--- config.mk ---
export PLATFORM = sky130hd
export DESIGN_NAME = smb_xact_seq
export DESIGN_NICKNAME = d
export VERILOG_FILES = /design/src/rtl/smb_seq_pkg.sv /design/src/rtl/smb_reg_dec.sv /design/src/rtl/smb_seq_core.sv /design/src/rtl/smb_xact_seq.sv
export SDC_FILE = /design/constraint.sdc
export NUM_CORES = 1
export LEC_CHECK = 0
export BUFFER_PORTS_ARGS = -buffer_cell sky130_fd_sc_hd__buf_4
export CORE_MARGIN = 4
export CORE_UTILIZATION = 45
export CTS_BUF_LIST = sky130_fd_sc_hd__clkbuf_2 sky130_fd_sc_hd__clkbuf_4 sky130_fd_sc_hd__clkbuf_8
export DETAILED_ROUTE_END_ITERATION = 12
export GPL_TIMING_DRIVEN = 0
export PLACE_DENSITY = 0.7
export SLEW_MARGIN = 0
export SYNTH_ARGS = -nofsm -noshare
export SYNTH_HDL_FRONTEND = slang
export SYNTH_SLANG_ARGS = --single-unit
--- constraint.sdc ---
create_clock -name clk -period 2.48 [get_ports clk]
set_clock_uncertainty 0.1 [all_clocks]
set_input_delay 0.62 -clock clk [delete_from_list [all_inputs] [get_ports clk]]
set_output_delay 0.62 -clock clk [all_outputs]
set_load 0.01 [all_outputs]
--- src/rtl/smb_seq_pkg.sv ---
package smb_seq_pkg;

    typedef enum logic [2:0] {
        S_IDLE      = 3'd0,
        S_TX        = 3'd1,
        S_RX        = 3'd2,
        S_NACK      = 3'd3,
        S_STOP_RX   = 3'd4,
        S_STOP_NACK = 3'd5
    } seq_state_e;

    typedef enum logic [1:0] {
        OP_BEGIN = 2'd0,
        OP_SEND  = 2'd1,
        OP_RECV  = 2'd2,
        OP_END   = 2'd3
    } bus_op_e;

    // register indices
    localparam int RA_DATA = 0;
    localparam int RA_STAT = 1;
    localparam int RA_CST  = 2;
    localparam int RA_CTRL = 3;
    localparam int RA_CFG  = 4;
    localparam int RA_EOB  = 5;
    localparam int NUM_REGS = 6;

    // bit positions
    localparam int CB_START = 0;
    localparam int CB_STOP  = 1;
    localparam int CB_STALL = 2;
    localparam int SB_NACK  = 3;
    localparam int SB_BERR  = 4;
    localparam int SB_STALL = 5;
    localparam int GB_BB    = 1;

    typedef struct packed {
        logic stall;
        logic berr;
        logic nack;
        logic rdy;
        logic xmit;
        logic master;
    } stat_t;

    typedef struct packed {
        logic bb;
        logic busy;
    } cstat_t;

endpackage

--- src/rtl/smb_reg_dec.sv ---
module smb_reg_dec #(
    parameter int AW   = 3,
    parameter int DW   = 8,
    parameter int NREG = 6
) (
    input  logic                     allow,
    input  logic                     reg_wr,
    input  logic                     reg_rd,
    input  logic [AW-1:0]            reg_addr,
    input  logic [NREG-1:0][DW-1:0]  reg_vals,
    output logic [NREG-1:0]          wr_hit,
    output logic                     rd_data,
    output logic [DW-1:0]            rdata
);

    for (genvar i = 0; i < NREG; i++) begin : g_hit
        assign wr_hit[i] = allow && reg_wr && (reg_addr == AW'(i));
    end

    assign rd_data = allow && reg_rd && (reg_addr == AW'(smb_seq_pkg::RA_DATA));

    always_comb begin
        rdata = '0;
        for (int i = 0; i < NREG; i++) begin
            if (reg_addr == AW'(i)) rdata = reg_vals[i];
        end
    end

endmodule

--- src/rtl/smb_seq_core.sv ---
module smb_seq_core
    import smb_seq_pkg::*;
#(
    parameter int DW   = 8,
    parameter int NREG = 6
) (
    input  logic            clk,
    input  logic            rst_n,
    input  logic [NREG-1:0] wr_hit,
    input  logic            rd_data,
    input  logic [DW-1:0]   wdata,
    input  logic            bus_busy_i,
    input  logic            bus_done_i,
    input  logic            bus_ack_i,
    input  logic [DW-1:0]   bus_rdata_i,
    output logic            bus_req_o,
    output bus_op_e         bus_op_o,
    output logic [DW-2:0]   bus_addr_o,
    output logic            bus_rnw_o,
    output logic [DW-1:0]   bus_wdata_o,
    output logic [DW-1:0]   data_o,
    output stat_t           stat_o,
    output cstat_t          cst_o,
    output logic            eob_o,
    output logic            stall_en_o,
    output logic [DW-1:0]   cfg_o,
    output seq_state_e      state_o
);

    localparam int TAW = DW - 1;

    typedef struct packed {
        seq_state_e      state;
        stat_t           stat;
        cstat_t          cst;
        logic            eob;
        logic            stall_en;
        logic [DW-1:0]   cfg;
        logic [DW-1:0]   data;
        logic            req;
        bus_op_e         op;
        logic [TAW-1:0]  addr;
        logic            rnw;
        logic [DW-1:0]   wbyte;
    } core_t;

    core_t q, d;
    logic  avail;

    always_comb begin
        d     = q;
        avail = 1'b0;
        if (q.req) begin
            if (bus_done_i) begin
                d.req = 1'b0;
                unique case (q.op)
                    OP_BEGIN: begin
                        d.stat.xmit = !q.rnw;
                        if (!bus_ack_i) begin
                            d.stat.rdy  = 1'b0;
                            d.stat.nack = 1'b1;
                            d.state     = S_NACK;
                        end else begin
                            d.stat.nack = 1'b0;
                            d.state     = q.rnw ? S_RX : S_TX;
                            if (q.stall_en) begin
                                d.stat.stall = 1'b1;
                                if (!q.rnw) d.stat.rdy = 1'b1;
                            end else if (q.rnw) begin
                                d.req = 1'b1;
                                d.op  = OP_RECV;
                            end
                        end
                    end
                    OP_SEND: begin
                        if (bus_ack_i) begin
                            d.stat.rdy = 1'b1;
                        end else begin
                            d.stat.rdy  = 1'b0;
                            d.stat.nack = 1'b1;
                            d.state     = S_NACK;
                        end
                    end
                    OP_RECV: begin
                        d.data     = bus_rdata_i;
                        d.stat.rdy = 1'b1;
                    end
                    default: begin
                        d.stat  = '0;
                        d.cst   = '0;
                        d.state = S_IDLE;
                        d.eob   = 1'b1;
                    end
                endcase
            end
        end else begin
            if (wr_hit[RA_DATA]) begin
                d.data = wdata;
                if (q.stat.master) begin
                    if (q.state == S_IDLE) begin
                        d.req  = 1'b1;
                        d.op   = OP_BEGIN;
                        d.addr = wdata[DW-1:1];
                        d.rnw  = wdata[0];
                    end else if (q.state == S_TX) begin
                        d.req   = 1'b1;
                        d.op    = OP_SEND;
                        d.wbyte = wdata;
                    end
                end
            end
            if (wr_hit[RA_STAT]) begin
                if (wdata[SB_BERR])  d.stat.berr  = 1'b0;
                if (wdata[SB_STALL]) d.stat.stall = 1'b0;
                if (wdata[SB_NACK]) begin
                    d.stat.nack = 1'b0;
                    if (q.state == S_STOP_NACK) begin
                        d.req = 1'b1;
                        d.op  = OP_END;
                    end
                end
                if (wdata[SB_STALL] && q.state == S_RX) begin
                    d.req = 1'b1;
                    d.op  = OP_RECV;
                end
            end
            if (wr_hit[RA_CST] && wdata[GB_BB]) d.cst.bb = 1'b0;
            if (wr_hit[RA_CTRL]) begin
                d.stall_en = wdata[CB_STALL];
                if (wdata[CB_START]) begin
                    avail = !bus_busy_i || (q.state != S_IDLE);
                    if (avail) begin
                        d.stat.master = 1'b1;
                        d.stat.xmit   = 1'b1;
                        d.stat.rdy    = 1'b1;
                        d.cst.busy    = 1'b1;
                    end else begin
                        d.stat.master = 1'b0;
                        d.cst.busy    = 1'b0;
                        d.stat.berr   = 1'b1;
                    end
                    d.cst.bb = 1'b1;
                    d.state  = S_IDLE;
                end
                if (wdata[CB_STOP] && d.stat.master) begin
                    unique case (d.state)
                        S_RX, S_STOP_RX: d.state = S_STOP_RX;
                        S_NACK:          d.state = S_STOP_NACK;
                        default: begin
                            d.req = 1'b1;
                            d.op  = OP_END;
                        end
                    endcase
                end
            end
            if (wr_hit[RA_CFG]) begin
                d.cfg = wdata;
                if (!wdata[0]) begin
                    d.stall_en = 1'b0;
                    d.stat     = '0;
                    d.cst      = '0;
                    d.eob      = 1'b0;
                end
            end
            if (wr_hit[RA_EOB] && wdata[0]) d.eob = 1'b0;
            if (rd_data) begin
                if (q.state == S_STOP_RX) begin
                    d.req = 1'b1;
                    d.op  = OP_END;
                end else if (q.state == S_RX) begin
                    d.req = 1'b1;
                    d.op  = OP_RECV;
                end
            end
        end
    end

    always_ff @(posedge clk or negedge rst_n) begin
        if (!rst_n) begin
            q       <= '0;
            q.state <= S_IDLE;
            q.op    <= OP_BEGIN;
        end else begin
            q <= d;
        end
    end

    assign bus_req_o   = q.req;
    assign bus_op_o    = q.op;
    assign bus_addr_o  = q.addr;
    assign bus_rnw_o   = q.rnw;
    assign bus_wdata_o = q.wbyte;
    assign data_o      = q.data;
    assign stat_o      = q.stat;
    assign cst_o       = q.cst;
    assign eob_o       = q.eob;
    assign stall_en_o  = q.stall_en;
    assign cfg_o       = q.cfg;
    assign state_o     = q.state;

endmodule

--- src/rtl/smb_xact_seq.sv ---
module smb_xact_seq
    import smb_seq_pkg::*;
#(
    parameter int AW = 3,
    parameter int DW = 8
) (
    input  logic          clk,
    input  logic          rst_n,
    input  logic          reg_wr,
    input  logic          reg_rd,
    input  logic [AW-1:0] reg_addr,
    input  logic [DW-1:0] reg_wdata,
    output logic [DW-1:0] reg_rdata,
    input  logic          bus_busy_in,
    output logic          bus_req,
    output logic [1:0]    bus_op,
    output logic [DW-2:0] bus_addr,
    output logic          bus_rnw,
    output logic [DW-1:0] bus_wdata,
    input  logic          bus_done,
    input  logic          bus_ack,
    input  logic [DW-1:0] bus_rdata
);

    localparam int NREG = NUM_REGS;

    logic [NREG-1:0]         wr_hit;
    logic                    rd_data;
    logic [NREG-1:0][DW-1:0] reg_vals;
    logic [DW-1:0]           data_w, cfg_w;
    stat_t                   stat_s;
    cstat_t                  cst_s;
    logic                    eob_w, stall_en_w;
    seq_state_e              state_s;
    bus_op_e                 op_s;
    logic [DW-1:0]           stat_w, cst_w;
    logic [2:0]              state_w;

    assign stat_w  = DW'(stat_s);
    assign cst_w   = DW'(cst_s);
    assign state_w = state_s;
    assign bus_op  = op_s;

    always_comb begin
        reg_vals          = '0;
        reg_vals[RA_DATA] = data_w;
        reg_vals[RA_STAT] = stat_w;
        reg_vals[RA_CST]  = cst_w;
        reg_vals[RA_CTRL] = DW'({stall_en_w, 2'b00});
        reg_vals[RA_CFG]  = cfg_w;
        reg_vals[RA_EOB]  = DW'(eob_w);
    end

    smb_reg_dec #(.AW(AW), .DW(DW), .NREG(NREG)) u_dec (
        .allow    (!bus_req),
        .reg_wr   (reg_wr),
        .reg_rd   (reg_rd),
        .reg_addr (reg_addr),
        .reg_vals (reg_vals),
        .wr_hit   (wr_hit),
        .rd_data  (rd_data),
        .rdata    (reg_rdata)
    );

    smb_seq_core #(.DW(DW), .NREG(NREG)) u_core (
        .clk         (clk),
        .rst_n       (rst_n),
        .wr_hit      (wr_hit),
        .rd_data     (rd_data),
        .wdata       (reg_wdata),
        .bus_busy_i  (bus_busy_in),
        .bus_done_i  (bus_done),
        .bus_ack_i   (bus_ack),
        .bus_rdata_i (bus_rdata),
        .bus_req_o   (bus_req),
        .bus_op_o    (op_s),
        .bus_addr_o  (bus_addr),
        .bus_rnw_o   (bus_rnw),
        .bus_wdata_o (bus_wdata),
        .data_o      (data_w),
        .stat_o      (stat_s),
        .cst_o       (cst_s),
        .eob_o       (eob_w),
        .stall_en_o  (stall_en_w),
        .cfg_o       (cfg_w),
        .state_o     (state_s)
    );

endmodule

==> metrics.txt, run 1 <==
cell area after technology mapping=about 2700 sq um; leading register cell type out of synthesis=sky130_fd_sc_hd__dfrtp_1; antenna diode instance count=0; Clock Power Share=~23%; area share of the largest cell type after synthesis=45.20%; DIE HEIGHT=84.85 um; full die area=7200 sq um; hpwl dp=about 5200 um; Logic pwr share=about a third; area added between synthesis and finish=23.87%; Top Ports=53; part of the cycle the worst path needs=95.32%; sort of element at the start of the critical path=input pin; commonest non-fill, non-tap cell in the layout=sky130_fd_sc_hd__buf_4; unrepaired setup endpoints after global routing=no; detailed-route vias per instance=between 5 and 6; register bit count reported by yosys=48; Max Clk Rate=~420 MHz; Max H-tree Level=2; worst setup path class=in -> out; net switching fraction of the power=33.72%; all-layer global routing usage=20.53%; Worst-path clk slew=0.09 ns; Filler Cells Inserted=522; ANT nets after route=0; CTS buffer count=5; average wire per cell in the routed design=17.96 um; DRC violations left=0; cell-internal power=between 0.002 and 0.0025 W; largest area contributor in the netlist=sky130_fd_sc_hd__dfrtp_1; initial core utilization=47.39%; data arrival time of the worst path=1.64 ns; min cycle time layout=2.364 ns; Critical Path Sink Type=output pin; number of buffers on the longest clock path=2; number of buffers inserted by post-CTS setup repair=0; x dimension of the die=84.85 um; core region area=about 5600 sq um; power density relative to cell area=926.1 nW/um^2; first-iteration detailed-routing DRC count=254; final cell count without fillers=396; number of enable-type register cells in the synthesized netlist=0; number of library cell types mapped by synthesis=between 50 and 60; Gate Count Post-Synth=267; top fanout value on the critical path=11; pin slew with the least headroom to its limit=1.205 ns; Max IR drop VDD=0.0005674 V; max-capacitance violation count=0; fin. max-slew vios=0; detailed-route via count=~2.3k; dpl cells=around 390; total of warnings raised by yosys=0; Critical Path RT=between 1.5 and 2 ns; outcome=finished clean; part of the Yosys area used for sequential elements=45.20%; routability congestion estimate=approximately 0.91; Async SR Flop Fraction=between 90% and 100%; net count of the mapped netlist=between 200 and 300; grt total ovfl=0; Fin. Hold Viols=0; TritonCTS clock tree=done; portion of total power attributed to sequential cells=a little over two fifths; count of final setup violators=0; clock sink count=48; syn_area_per_cell=9.953 sq um; most area-consuming cells after synthesis=sky130_fd_sc_hd__dfrtp_1, sky130_fd_sc_hd__mux2_2, sky130_fd_sc_hd__nand2_1; wire length of the first global-routing pass=around 12,000 um; top library cells by usage in the layout, fill and taps aside=sky130_fd_sc_hd__buf_4, sky130_fd_sc_hd__dfrtp_1, sky130_fd_sc_hd__mux2_2, sky130_fd_sc_hd__nand2_1, sky130_fd_sc_hd__nor2_1; final wirelength=just over 7000 um; number of nets in the layout=353; slew margin rel.=18.56%; clock network latency to the later pin of the worst-skew pair=0.30 ns; fraction of final layout cells sized beyond drive strength 1=a little under 30%; cell leakage power=1.535 nW; cts hold-fix bufs=0; standard-cell row count=27; NetSw=0.001028 W; buffers added on ports=50; classification of the worst-slack hold path=in -> async; final total power=0.003048 W; first-pass detailed-route iteration total=4; largest net degree at the start of global routing=a little under 50; initial antenna violation count=0; number of global-route vias before repair=2,304; root cell of the clock tree=sky130_fd_sc_hd__clkbuf_8
power by group through the flow:
| stage | Clock [W] | Sequential (W) | Combinational [W] |
|---|---|---|---|
| 2_1_floorplan | 0 | 0.00130 | 0.000609 |
| 3_3_place_gp | 0 | 0.00129 | 0.00105 |
| 3_5_place_dp | 0 | 0.00130 | 0.00107 |
| 4_1_cts | 0.000696 | 0.00129 | 0.00107 |
| 5_1_grt | 0.000737 | 0.00134 | 0.00119 |
| 6_report | 0.000684 | 0.00129 | 0.00107 |
cell families after synthesis:
logic type      synth area share [%]
buf+inv                        3.720
flops                          45.20
fa+ha+maj                      1.883
compound gates                 17.19
mux                            13.61
simple gates                   18.08
xor+xnor                      0.3296
worst max-delay path, cell delays in order:
cell	delay (ns)
sky130_fd_sc_hd__buf_4	0.16
sky130_fd_sc_hd__nor2_2	0.31
sky130_fd_sc_hd__a22oi_1	0.14
sky130_fd_sc_hd__o21ai_0	0.24
sky130_fd_sc_hd__buf_4	0.17
synth_stat cells, types with 2 or more instances:
cell type	n
sky130_fd_sc_hd__nand3_1	9
sky130_fd_sc_hd__nand2b_1	8
sky130_fd_sc_hd__mux2_2	25
sky130_fd_sc_hd__mux2i_1	8
sky130_fd_sc_hd__o21ai_0	14
sky130_fd_sc_hd__o211ai_1	2
sky130_fd_sc_hd__nand2_1	24
sky130_fd_sc_hd__dfrtp_1	48
sky130_fd_sc_hd__clkbuf_1	10
sky130_fd_sc_hd__inv_1	10
sky130_fd_sc_hd__a21boi_0	2
sky130_fd_sc_hd__nor2b_1	5
sky130_fd_sc_hd__nand4b_1	2
sky130_fd_sc_hd__nor4b_1	2
sky130_fd_sc_hd__a41oi_1	2
sky130_fd_sc_hd__ha_1	4
sky130_fd_sc_hd__nor3_1	3
sky130_fd_sc_hd__o2bb2ai_1	2
sky130_fd_sc_hd__a31oi_1	3
sky130_fd_sc_hd__a21oi_1	14
sky130_fd_sc_hd__nor2_1	19
sky130_fd_sc_hd__o32a_1	2
sky130_fd_sc_hd__o22ai_1	6
sky130_fd_sc_hd__a221o_1	2
sky130_fd_sc_hd__nand4_1	2
sky130_fd_sc_hd__and3_1	4
sky130_fd_sc_hd__buf_1	2
sky130_fd_sc_hd__or3b_2	2
sky130_fd_sc_hd__a22oi_1	8
state kept, by name, summed over array words and instances (netlist names):
signal / flops
u_core.bus_wdata_o: 8
u_core.cfg_o: 8
u_core.data_o: 8
u_core.bus_addr_o: 7
u_core.stat_o: 6
u_core.state_o: 3
u_core.bus_op_o: 2
u_core.cst_o: 2
u_core.bus_req_o: 1
u_core.bus_rnw_o: 1
u_core.eob_o: 1
u_core.stall_en_o: 1
layout make-up:
cell class	count	area (sq um)	area share (%)
Inverter	10	37.54	1.140
Sequential cell	48	1201	36.49
Multi-Input combinational cell	195	1364	41.43
Clock buffer	5	68.82	2.090
Tap cell	72	90.09	2.737
Buffer	13	86.33	2.623
Timing Repair Buffer	50	375.4	11.40
Clock inverter	3	68.82	2.090
per-layer routing:
layer / track usage, % / vias to the layer above / part of all wire [%]
li1: - / 1094 / -
met1: 28.39 / 1145 / 44
met2: 33.17 / 86 / 47
met3: 4.369 / 10 / 6.9
met4: 4.892 / 0 / 1.7
met5: 0 / - / 0
final timing paths:
kind | depth (start not counted) | end | slack (ns) | startpoint
min reg2reg | 2 | u_core.data_o[1] | 0.38 | u_core.data_o[1]
max reg2reg | 4 | u_core.stat_o[1] | 0.12 | u_core.state_o[0]
max | 5 | reg_rdata[2] | 0.12 | reg_addr[1]
min | 1 | u_core.bus_req_o | 0.21 | rst_n
min in group clk | 2 | u_core.data_o[1] | 0.38 | u_core.data_o[1]
max in group asynchronous | 1 | u_core.cst_o[0] | 1.65 | rst_n
metrics by stage:
step / TNS [ns] / hold WS, ns / utilization [%] / worst slack, ns / cell area (sq um)
2_1_floorplan: 0 / 0.2244 / - / 0.1244 / 2659
3_3_place_gp: -2.956 / 0.3571 / 55.71 / -0.3296 / 3124
3_5_place_dp: -3.069 / 0.3622 / 55.71 / -0.3485 / 3124
4_1_cts: 0 / 0.2385 / 58.34 / 0.02470 / 3272
5_1_grt: 0 / 0.2636 / 58.70 / 0.01220 / 3292
6_report: 0 / 0.2103 / 58.70 / 0.1161 / 3292
timing repair:
item	in CTS	in global routing
cloned	0	0
resized for setup	6	7
setup endpoints to repair	6	7
hold endpoints to repair	0	0
(Power assumes the default switching activity.)
==> inputs of run 2 (changes only) <==
BUFFER_PORTS_ARGS = not set   (was -buffer_cell sky130_fd_sc_hd__buf_4)
DONT_BUFFER_PORTS = 1   (was not set)
PLACE_DENSITY = 0.63   (was 0.7)
clock period = 2.66 ns   (was 2.48 ns; I/O delays follow)
==> run 2 against run 1 <==
Global-route usage decreased by 0.43 points; via count down 10%; register-to-register slack improved by 0.08 ns; first-iteration DRC count fell by 33%; critical path type unchanged; sequential power hardly changed; cell count decreased by 12%; worst hold slack worse by 0.11 ns; total power shrank 16%; wire length down 3.1%; design area fell by 12%; clock power down 18%; count of clock-buffer cells in the layout increased by 1; largest cell class unchanged.
==> metrics.txt, run 2 (synthesis gave the netlist of run 1 again) <==
outcome=finished clean; Max Clk Rate=slightly below 400 MHz; min cycle time layout=2.521 ns; number of buffers inserted by post-CTS setup repair=0 (unchanged); setup TNS=0 ns (unchanged); routability congestion estimate=0.8549 (-5.6%); root cell of the clock tree=sky130_fd_sc_hd__clkbuf_8; Filler Cells Inserted=554 (+6.1%); portion of total power attributed to sequential cells=49.9% (+7.5 points); power density relative to cell area=876.8 nW/um^2 (-5.3%); sort of element at the start of the critical path=input pin; area added between synthesis and finish=9.557%; Critical Path Sink Type=output pin; all-layer global routing usage=20.10% (-0.43 points); fraction of final layout cells sized beyond drive strength 1=17.03% (-13 points); wire length of the first global-routing pass=11,310 um (-3.4%); number of buffers on the longest clock path=2 (unchanged); final cell count without fillers=348 (-12%); cell-internal power=0.001648 W (-18%); cell leakage power=1.284 nW (-16%); unrepaired setup endpoints after global routing=no; count of final setup violators=0 (unchanged); Max H-tree Level=2 (unchanged); top library cells by usage in the layout, fill and taps aside=sky130_fd_sc_hd__dfrtp_1, sky130_fd_sc_hd__mux2_2, sky130_fd_sc_hd__nand2_1, sky130_fd_sc_hd__nor2_1, sky130_fd_sc_hd__a21oi_1; Logic pwr share=28.3% (-6.9 points); ANT nets after route=0 (unchanged); area of the multi-input gates=1366 sq um (+0.18%); part of the cycle the worst path needs=94.79%; pin slew with the least headroom to its limit=0.7732 ns (-0.4315 ns); buffers added on ports=0 (-100%); worst setup path class=in -> out; Fin. Hold Viols=0 (unchanged); number of nets in the layout=305 (-14%); commonest non-fill, non-tap cell in the layout=sky130_fd_sc_hd__dfrtp_1; final wirelength=6889 um (-3.1%); max-capacitance violation count=0 (unchanged); largest net degree at the start of global routing=49 (unchanged); first-pass detailed-route iteration total=4 (unchanged); antenna diode instance count=0 (unchanged); clock sink count=48 (unchanged); full die area=7200 sq um (unchanged); number of global-route vias before repair=2,130 (-7.6%); top fanout value on the critical path=10 (-1); Sequential cell area=1201 sq um (unchanged); Max IR drop VDD=0.0005539 V (-2.4%); data arrival time of the worst path=1.76 ns (+0.12 ns); first-iteration detailed-routing DRC count=170 (-33%); net switching fraction of the power=35.44% (+1.7 points); x dimension of the die=84.85 um (unchanged); DRC violations left=0 (unchanged); average wire per cell in the routed design=19.80 um (+10%); Clock Power Share=21.8% (-0.7 points); NetSw=0.0009049 W (-12%); classification of the worst-slack hold path=in -> async; initial antenna violation count=0 (unchanged); standard-cell row count=27 (unchanged); dpl cells=339 (-13%); slew margin rel.=48.46% (+30 points); core region area=5608 sq um (unchanged); detailed-route via count=2,092 (-10%); Critical Path RT=1.89 ns (+0.13 ns); CTS buffer count=5 (unchanged); hpwl dp=5018 um (-2.6%); initial core utilization=47.39% (unchanged); grt total ovfl=0 (unchanged); fin. max-slew vios=0 (unchanged); DIE HEIGHT=84.85 um (unchanged); detailed-route vias per instance=6.011 (+2.0%); Worst-path clk slew=0.09 ns (about the same); Top Ports=53 (unchanged); TritonCTS clock tree=done; clock network latency to the later pin of the worst-skew pair=0.30 ns (about the same)
run 2: path summary, 6_finish.rpt:
path | start | end | slack, ns | cells after the start
setup / recovery | reg_addr[1] | reg_rdata[2] | 0.14 | 4
hold / removal | rst_n | u_core.stat_o[2] | 0.1 | 1
setup reg to reg | u_core.bus_op_o[0] | u_core.data_o[0] | 0.20 | 6
hold reg to reg | u_core.data_o[4] | u_core.data_o[4] | 0.39 | 2
max in group asynchronous | rst_n | u_core.bus_op_o[0] | 2.14 | 1
min in group clk | bus_rdata[3] | u_core.data_o[3] | 0.38 | 2
run 2: power groups by stage:
stage,Combinational (W),Clock [W],Sequential [W]
detailed placement,0.000691,0,0.00129
global route,0.000815,0.000613,0.00132
finish,0.000722,0.000558,0.00127
global placement,0.000680,0,0.00129
floorplan,0.000567,0,0.00121
CTS,0.000717,0.000580,0.00127
run 2: per-stage QoR:
step                cell area [sq um]  setup slack (ns)  utilization (%)  total power, W  hold WS, ns
global placement                 2748           -0.3428            49.00        0.001966       0.2715
global route                     2912           0.02274            51.92        0.002744      0.09997
floorplan                        2658           0.04113                -        0.001779       0.2694
finish                           2912            0.1386            51.92        0.002553      0.09859
CTS                              2903           0.02797            51.76        0.002572       0.1046
detailed placement               2748           -0.3641            49.00        0.001983       0.2715
run 2: critical path, stage by stage:
cell and delay [ns]:
sky130_fd_sc_hd__clkbuf_1 0.21, sky130_fd_sc_hd__nor2_2 0.37, sky130_fd_sc_hd__a22oi_1 0.15, sky130_fd_sc_hd__o21ai_0 0.35
run 2: layout make-up:
| type | count | area share [%] |
|---|---|---|
| clock inverters | 2 | 1.332 |
| plain buffers | 14 | 2.321 |
| clock buffers | 6 | 2.836 |
| flip-flops and latches | 48 | 41.25 |
| well taps | 72 | 3.094 |
| inverters | 10 | 1.289 |
| repair buffers | 1 | 0.9454 |
| multi-input cells | 195 | 46.93 |
run 2: layer usage:
layer  track usage, %  share of wire [%]  routed length [um]  up-vias
met1            27.42                 45                3093     1012
met2            32.17                 47                3240       67
met4            5.755                1.3                  87        0
met3            4.660                6.8                 468       10
met5                0                  0                   0        -
li1                 -                  -                   -     1003
run 2: repair_timing:
item | in CTS | in global routing
gates resized for setup | 4 | 5
hold buffers | 1 | 0
hold endpoints to repair | 48 | 0
endpoints found under the setup margin | 6 | 4
